$ cat src/rtl/irq_seq_pkg.sv
package irq_seq_pkg;
  localparam int BYTE_W = 8;
  localparam int PC_W   = 2 * BYTE_W;

  typedef enum logic [1:0] {
    ST_IDLE,
    ST_WAKE,
    ST_ENTRY,
    ST_RET
  } seq_state_e;

  // strobes from control to datapath
  typedef struct packed {
    logic capture;  // latch pc and winning index
    logic push;     // write stack, decrement sp
    logic pushHi;   // select high pc byte for the write
    logic pop;      // read stack at sp+1, increment sp
    logic capHi;    // latch first popped byte
    logic capLo;    // latch second popped byte
    logic loadVec;  // present vector address
    logic loadRet;  // present restored pc
  } seq_ctl_t;
endpackage

$ cat src/rtl/irq_seq_ctrl.sv
module irq_seq_ctrl
  import irq_seq_pkg::*;
(
  input  logic     clk,
  input  logic     rstN,
  input  logic     anyPend,
  input  logic     instrDone,
  input  logic     sleeping,
  input  logic     seiStrobe,
  input  logic     retiStrobe,
  output seq_ctl_t ctl,
  output logic     gieFlag,
  output logic     busy
);
  seq_state_e state;
  logic [1:0] cnt;
  logic       skipOne;
  logic       accept;
  logic       startRet;

  assign startRet = (state == ST_IDLE) && retiStrobe;
  assign accept   = (state == ST_IDLE) && !retiStrobe && gieFlag && anyPend &&
                    (sleeping || (instrDone && !skipOne));
  assign busy     = (state != ST_IDLE);

  always_ff @(posedge clk) begin
    if (!rstN) begin
      state   <= ST_IDLE;
      cnt     <= '0;
      gieFlag <= 1'b0;
      skipOne <= 1'b0;
    end else begin
      case (state)
        ST_IDLE: begin
          if (accept) begin
            state   <= sleeping ? ST_WAKE : ST_ENTRY;
            cnt     <= '0;
            gieFlag <= 1'b0;
            skipOne <= 1'b0;
          end else if (startRet) begin
            state <= ST_RET;
            cnt   <= '0;
          end else if (seiStrobe) begin
            gieFlag <= 1'b1;
            skipOne <= 1'b1;
          end else if (instrDone) begin
            skipOne <= 1'b0;
          end
        end
        ST_WAKE: begin
          cnt <= cnt + 2'd1;
          if (cnt == 2'd3) state <= ST_ENTRY;
        end
        ST_ENTRY: begin
          cnt <= cnt + 2'd1;
          if (cnt == 2'd3) state <= ST_IDLE;
        end
        default: begin
          cnt <= cnt + 2'd1;
          if (cnt == 2'd3) begin
            state   <= ST_IDLE;
            gieFlag <= 1'b1;
          end
        end
      endcase
    end
  end

  always_comb begin
    ctl         = '0;
    ctl.capture = accept;
    ctl.push    = (state == ST_ENTRY) && (cnt < 2'd2);
    ctl.pushHi  = (state == ST_ENTRY) && (cnt == 2'd1);
    ctl.loadVec = (state == ST_ENTRY) && (cnt == 2'd3);
    ctl.pop     = (state == ST_RET) && (cnt < 2'd2);
    ctl.capHi   = (state == ST_RET) && (cnt == 2'd1);
    ctl.capLo   = (state == ST_RET) && (cnt == 2'd2);
    ctl.loadRet = (state == ST_RET) && (cnt == 2'd3);
  end


  entry_gie_low_chk: assert property (@(posedge clk) disable iff (!rstN)
    (state inside {ST_WAKE, ST_ENTRY}) |-> !gieFlag);


  load_ends_busy_chk: assert property (@(posedge clk) disable iff (!rstN)
    (ctl.loadVec || ctl.loadRet) |=> !busy);


  ret_sets_gie_chk: assert property (@(posedge clk) disable iff (!rstN)
    ctl.loadRet |=> gieFlag);


  busy_seq_stable_chk: assert property (@(posedge clk) disable iff (!rstN)
    (state == ST_ENTRY && cnt != 2'd3) |=> (state == ST_ENTRY));
endmodule

$ cat src/rtl/irq_seq_dp.sv
module irq_seq_dp
  import irq_seq_pkg::*;
#(
  parameter int               NUM_IRQ  = 8,
  parameter int               SP_W     = 8,
  parameter logic [SP_W-1:0]  SP_INIT  = '1,
  parameter logic [PC_W-1:0]  VEC_BASE = 16'h0001
) (
  input  logic                clk,
  input  logic                rstN,
  input  seq_ctl_t            ctl,
  input  logic [NUM_IRQ-1:0]  irqPend,
  input  logic [PC_W-1:0]     pcIn,
  input  logic [BYTE_W-1:0]   stkRdata,
  output logic                anyPend,
  output logic                stkWe,
  output logic                stkRe,
  output logic [SP_W-1:0]     stkAddr,
  output logic [BYTE_W-1:0]   stkWdata,
  output logic [SP_W-1:0]     sp,
  output logic                pcLoad,
  output logic [PC_W-1:0]     pcLoadVal
);
  localparam int IDX_W = (NUM_IRQ > 1) ? $clog2(NUM_IRQ) : 1;

  logic [IDX_W-1:0]  pendIdx;
  logic [IDX_W-1:0]  vecIdx;
  logic [PC_W-1:0]   pcSave;
  logic [BYTE_W-1:0] popHi;
  logic [BYTE_W-1:0] popLo;
  logic [SP_W-1:0]   spUp;

  // lowest index wins
  always_comb begin
    pendIdx = '0;
    for (int i = NUM_IRQ - 1; i >= 0; i--) begin
      if (irqPend[i]) pendIdx = IDX_W'(i);
    end
  end

  assign anyPend   = |irqPend;
  assign spUp      = sp + SP_W'(1);
  assign stkWe     = ctl.push;
  assign stkRe     = ctl.pop;
  assign stkAddr   = ctl.pop ? spUp : sp;
  assign stkWdata  = ctl.pushHi ? pcSave[PC_W-1:BYTE_W] : pcSave[BYTE_W-1:0];
  assign pcLoad    = ctl.loadVec || ctl.loadRet;
  assign pcLoadVal = ctl.loadRet ? {popHi, popLo}
                                 : VEC_BASE + {{(PC_W-IDX_W){1'b0}}, vecIdx};

  always_ff @(posedge clk) begin
    if (!rstN) begin
      sp     <= SP_INIT;
      pcSave <= '0;
      vecIdx <= '0;
      popHi  <= '0;
      popLo  <= '0;
    end else begin
      if (ctl.capture) begin
        pcSave <= pcIn;
        vecIdx <= pendIdx;
      end
      if (ctl.push)       sp <= sp - SP_W'(1);
      else if (ctl.pop)   sp <= spUp;
      if (ctl.capHi) popHi <= stkRdata;
      if (ctl.capLo) popLo <= stkRdata;
    end
  end


  push_dec_chk: assert property (@(posedge clk) disable iff (!rstN)
    stkWe |=> (sp == $past(sp) - SP_W'(1)));


  pop_inc_chk: assert property (@(posedge clk) disable iff (!rstN)
    stkRe |=> (sp == $past(sp) + SP_W'(1)));


  no_push_pop_chk: assert property (@(posedge clk) disable iff (!rstN)
    !(stkWe && stkRe));
endmodule

$ cat src/rtl/irq_seq.sv
module irq_seq
  import irq_seq_pkg::*;
#(
  parameter int               NUM_IRQ  = 8,
  parameter int               SP_W     = 8,
  parameter logic [SP_W-1:0]  SP_INIT  = '1,
  parameter logic [15:0]      VEC_BASE = 16'h0001
) (
  input  logic               clk,
  input  logic               rstN,
  input  logic [NUM_IRQ-1:0] irqPend,
  input  logic               instrDone,
  input  logic               sleeping,
  input  logic               seiStrobe,
  input  logic               retiStrobe,
  input  logic [15:0]        pcIn,
  input  logic [7:0]         stkRdata,
  output logic               stkWe,
  output logic               stkRe,
  output logic [SP_W-1:0]    stkAddr,
  output logic [7:0]         stkWdata,
  output logic [SP_W-1:0]    sp,
  output logic               pcLoad,
  output logic [15:0]        pcLoadVal,
  output logic               gieFlag,
  output logic               busy
);
  seq_ctl_t ctl;
  logic     anyPend;

  irq_seq_ctrl u_ctrl (
    .clk        (clk),
    .rstN       (rstN),
    .anyPend    (anyPend),
    .instrDone  (instrDone),
    .sleeping   (sleeping),
    .seiStrobe  (seiStrobe),
    .retiStrobe (retiStrobe),
    .ctl        (ctl),
    .gieFlag    (gieFlag),
    .busy       (busy)
  );

  irq_seq_dp #(
    .NUM_IRQ  (NUM_IRQ),
    .SP_W     (SP_W),
    .SP_INIT  (SP_INIT),
    .VEC_BASE (VEC_BASE)
  ) u_dp (
    .clk       (clk),
    .rstN      (rstN),
    .ctl       (ctl),
    .irqPend   (irqPend),
    .pcIn      (pcIn),
    .stkRdata  (stkRdata),
    .anyPend   (anyPend),
    .stkWe     (stkWe),
    .stkRe     (stkRe),
    .stkAddr   (stkAddr),
    .stkWdata  (stkWdata),
    .sp        (sp),
    .pcLoad    (pcLoad),
    .pcLoadVal (pcLoadVal)
  );
endmodule

$ cat config.mk
export PLATFORM = sky130hd
export DESIGN_NAME = irq_seq
export DESIGN_NICKNAME = d
export VERILOG_FILES = /design/src/rtl/irq_seq_pkg.sv /design/src/rtl/irq_seq_ctrl.sv /design/src/rtl/irq_seq_dp.sv /design/src/rtl/irq_seq.sv
export SDC_FILE = /design/constraint.sdc
export NUM_CORES = 1
export LEC_CHECK = 0
export BUFFER_PORTS_ARGS = -buffer_cell sky130_fd_sc_hd__clkbuf_2
export CAP_MARGIN = 20
export CELL_PAD_IN_SITES_DETAIL_PLACEMENT = 0
export CELL_PAD_IN_SITES_GLOBAL_PLACEMENT = 1
export CORE_MARGIN = 4
export CORE_UTILIZATION = 39
export DETAILED_ROUTE_END_ITERATION = 16
export PLACE_DENSITY = 0.91
export SLEW_MARGIN = 20
export SYNTH_ARGS = -nofsm -noshare
export SYNTH_HDL_FRONTEND = slang
export SYNTH_SLANG_ARGS = --single-unit
$ cat constraint.sdc
create_clock -name clk -period 6.05 [get_ports clk]
set_input_delay 0.3025 -clock clk [delete_from_list [all_inputs] [get_ports clk]]
set_output_delay 0.3025 -clock clk [all_outputs]
set_load 0.05 [all_outputs]
; ---- Word level (Yosys, flattened, before mapping)
; Index checks and enable logic that the tools add are counted.
[classes]
n_addsub = 4
n_lt_le_gt_ge = 1
eq_ne = 11
mux = 30
bitwise = 1
n_reduce_logical = 26
[ops]
columns = cell, n
row1 = 3-bit two-way mux, 8
row2 = 8-bit two-way mux, 3
row3 = 16-bit two-way mux, 1
row4 = 2-bit two-way mux, 8
row5 = 1-bit logical AND, 13
row6 = "8-bit by 1-bit adder with 8-bit output, second input constant", 1
row7 = "2-bit equality test, second input constant", 4
row8 = 1-bit two-way mux, 8
row9 = 8-bit OR reduction, 1
row10 = "8-bit by 1-bit subtractor with 8-bit output, second input constant", 1
row11 = "3-bit by 2-bit inequality test with 1-bit output, second input constant", 2
row12 = 3-bit AND reduction, 2
row13 = "1-bit by 3-bit adder with 4-bit output, first input constant", 1
row14 = "2-bit by 1-bit equality test with 1-bit output, second input constant", 2
row15 = "2-bit by 1-bit inequality test with 1-bit output, second input constant", 2
row16 = 2-bit one-hot mux with 2 select lines, 1
row17 = 4-bit AND reduction, 1
row18 = 2-bit nonzero test, 2
row19 = "3-bit by 1-bit inequality test with 1-bit output, second input constant", 1
row20 = 3-bit nonzero test, 1
row21 = "2-bit by 1-bit adder with 2-bit output, second input constant", 1
row22 = 1-bit zero test, 2
row23 = 2-bit zero test, 1
row24 = 1-bit logical OR, 2
row25 = other kinds (4), 4
[totals]
ff_bits = 49
in_bits = 38
out_inout_bits = 45
word_cells = 82

; ---- Logic depth before layout (Yosys ltp)
[logic_depth]
depth_word = 8
mapped_depth = 9
mapped_depth_nobuf = 7

; ---- Cells and area by module
; Synthesis repeated with hierarchy kept, for this count alone.
[unflattened]
cells_unflattened = 296
area_unflattened_um2 = 2682.6
[by_module_without_submodules]
columns = module, n_inst, cells_per_inst, area_per_inst_um2, seq_area_each_um2
row1 = irq_seq_dp, 1, 234, 2193.4, 860.8
row2 = irq_seq_ctrl, 1, 62, 489.2, 120.1

; ---- Least setup slack after synthesis
; Ideal clock, no wire load.
[synth_path]
kind = register to register
startpoint = register u_ctrl.state[0]
endpoint = register u_dp.sp[1]
setup_time_ps = 64
t_arrival_ps = 2816
required_time_ps = 5986
path_slack_ps = 3170
stages_incl_launch_ff = 7
n_path_buf = 0
synth_period_minus_slack_ps = 2880
path_cell_list = dfxtp_1 ha_1 nand2b_1 clkinv_1 o21ai_0 o21ai_0 nand2_1
[synth_via]
elab_chain_len = 4
elab_cells_between_ends = 6
cone_classes = 2 x eq/ne / 2 x mux / 2 x reduce/logical
[synth_rtl]
columns = item, line_no
row1 = start: declaration, irq_seq_ctrl.sv:15  ; seq_state_e state;
row2 = start signal: assignment, irq_seq_ctrl.sv:36  ; state <= sleeping ? ST_WAKE : ST_ENTRY;
row3 = 2-bit equality test, irq_seq_ctrl.sv:75  ; ctl.pop = (state == ST_RET) && (cnt < 2'd2);
row4 = 1-bit logical AND, irq_seq_ctrl.sv:75
row5 = net stkRe, irq_seq.sv:19  ; output logic stkRe,
row6 = 8-bit two-way mux, n/a
row7 = net stkAddr[1], irq_seq.sv:20  ; output logic [SP_W-1:0] stkAddr,
row8 = 8-bit two-way mux, irq_seq_dp.sv:63  ; if (ctl.push) sp <= sp - SP_W'(1);
row9 = end signal: assignment, irq_seq_dp.sv:63
row10 = end signal: assignment, irq_seq_dp.sv:64  ; else if (ctl.pop) sp <= spUp;
row11 = end: declaration, irq_seq_dp.sv:20  ; output logic [SP_W-1:0] sp,
; The timed path passes the listed nets, and every way through them passes these cells.
; A chain may end at the register's enable or synchronous reset.

; ---- Worst setup path in the final report
[layout_path]
startpoint = register u_ctrl.state[1]
endpoint = output stkAddr[6]
[layout_via]
elab_chain_len = 3
[layout_rtl]
columns = item, line_no
row1 = 2-bit equality test, irq_seq_ctrl.sv:75
row2 = 1-bit logical AND, irq_seq_ctrl.sv:75
row3 = 8-bit two-way mux, n/a
row4 = end: declaration, irq_seq.sv:20
; Every way passes these cells.

==> metrics <==
CTS tree yes; clock buffer depth 2; initial core utilization about two fifths; initial DRC count 118; # H-tree levels 2; synth unique cells 43; Hold Buf Count CTS 0; worst-path cell chain ha_1 -> nand2b_1 -> clkinv_1 -> nand4_1 -> nor2_1 -> xor2_1 -> clkbuf_2; Die X 89.32 um; clock latency at the later pin of the worst-skew pair 0.29 ns; Detailed Routing Iterations Pass 1 4; hold_ws approximately 0.22 ns; most frequent cells in the layout clkbuf_2, nand2_1, dfxtp_1; initial antenna violation count 0; Worst Clk Skew about 0.0069 ns; Clock Power Share 18.3%; nets@finish 438; P_leak approximately 1.3 nW; dpl ws 3.249 ns; crit share post-route around half; ys flop type dfxtp_1; Final Power 998.4 uW; crit path DAT 2.83 ns; unrepaired setup endpoints after global routing no; synth-to-layout area growth 18.92%; VDD IR-drop max ~0.28 mV; ratio of total power to cell area 325.6 nW/um^2; DRC Markers 0; total core area 6386 um^2; via count 2,391; net count after synthesis 369; Rel. slew slack 35.24%; Hold Crit Class in -> reg; non-filler instance count after layout 468; Post-DRT Antenna Nets 0; Tmin final 3.134 ns; actual slew at the worst max-slew pin 0.9714 ns; layout cells sized above 1 26.60%; # fillers 643; critical path required time approximately 5.8 ns; CP Max Fanout 34; Sequential cell area roughly 980 um^2; Gate power share between 40% and 50%; final core utilization 48.02%; multi-input logic area between 1000 and 1500 um^2; P_int 556.6 uW; vias in the first global route 2,164; largest net degree at the start of global routing 35; clock root buffer clkbuf_8; DP Area 2987 um^2; max-slew violations 0; EDFF count, synth 0; post-detail-place hpwl 4533 um; top cell type by total area after synthesis dfxtp_1; Mapped Cells around 320; setup bufs post-CTS 0; startpoint types register; WS Path Type reg -> out; Via-to-Cell Ratio roughly 5; async set or reset register ratio after synthesis 0%; Max Freq ~0.32 GHz; Ys Warns 0; flops & latches, synth around 50; slowest stage delay, CP 0.81 ns; GRT Residual Overflow 0; setup ws final between 2 and 3 ns; wire per inst 13.13 um; status completed; Post-Syn Area 2579 um^2; number of antenna diodes 0; Synth top area share roughly two fifths; routed wire length approximately 6100 um; Placed Cells 460; Max-Cap Viols 0; Tot GR Track Use 15.37%; RePlAce Congestion roughly 0.81; Die Area 7977 um^2; CTS clock-pin slew for the worst setup and hold paths around 0.09 ns; top cells by area, synth dfxtp_1, nand2_1, ha_1, a21oi_1, nand3_1; commonest non-fill, non-tap cell in the layout clkbuf_2; sequential area share after synthesis 38.04%; design area 3067 um^2; boundary pin count 83; setup_tns 0 ns; Switching Share 44.25%; Rows 29; clock sinks 49; Chip Height 89.32 um; CP Capture Type output pin; Flop pwr share 39.1%; number of port buffers 82; setup violators final 0; switching pwr 441.8 uW; Final Hold Viols 0; post-cts gate resize count 0; Avg Cell Area, Syn roughly 8 um^2; first-pass GRT wire length 9860 um; CTS buffer count 5; slowest stage cell, crit path ha_1
-- cell families (layout without fill, tap and decap cells) --
family,after synthesis,after routing,synth area share [%]
mux,9,9,3.930
simple gates,144,144,26.44
buf+inv,31,101,5.434
fa+ha+maj,10,10,4.852
compound gates,63,63,16.21
flops,49,49,38.04
xor+xnor,15,15,5.095
-- path summary, 6_finish.rpt --
kind,startpoint,endpoint,slack [ns],cells after the start
worst min-delay path,pcIn[12],u_dp.pcSave[12],0.22,3
worst min register to register,u_dp.popHi[5],u_dp.popHi[5],0.45,2
worst max-delay path,u_ctrl.state[1],stkAddr[6],2.92,7
worst max register to register,u_ctrl.state[1],u_dp.sp[6],3.53,7
-- layout make-up --
cell class                 count  share of cell area [%]
clock buffer                   8                   2.611
inverter                      11                   1.346
multi-input combinational    241                   47.53
sequential                    49                   31.99
tap                           77                   3.142
timing repair buffer          82                   13.38
-- per-layer routing --
layer,GRT usage (%),vias to the layer above,part of all wire [%]
met5,0,-,0
met2,24.98,55,47
met1,20.97,1094,47
met4,4.601,0,1.3
li1,-,1234,-
met3,2.488,8,5.4
-- synth_stat cells, drive strengths merged, types with 2 or more instances --
library cell and n:
a21boi 18, a31oi 2, nor2 13, nand2 74
nor4 4, nand3 21, o21ai 5, clkbuf 16
ha 10, mux2 9, nor2b 4, nand4 3
a211oi 2, o221a 2, and3 12, xnor2 9
xor2 6, o311ai 2, buf 4, inv 10
nor3 4, a21oi 24, dfxtp 49, nand2b 2
-- sequential cells by signal (all words and copies together), names as in the netlist --
register,count
u_ctrl.cnt,2
u_dp.popHi,8
u_ctrl.skipOne,1
u_dp.vecIdx,3
u_dp.popLo,8
u_ctrl.gieFlag,1
u_ctrl.state,2
u_dp.sp,8
u_dp.pcSave,16
-- worst max-delay path: cells and delay by family, from the launching register on --
kind          cells  cell delay (ns)
flops             1             0.37
fa+ha+maj         1             0.81
buf+inv           2             0.52
xor+xnor          1             0.19
simple gates      3             0.64
-- power by group through the flow --
stage | combinational [mW] | sequential, mW | clock [mW]
floorplan | 0.300 | 0.430 | 0
global placement | 0.422 | 0.396 | 0
detailed placement | 0.425 | 0.397 | 0
CTS | 0.427 | 0.390 | 0.189
global route | 0.465 | 0.397 | 0.201
finish | 0.426 | 0.390 | 0.183
No activity file was read; power rests on OpenSTA's default activity.
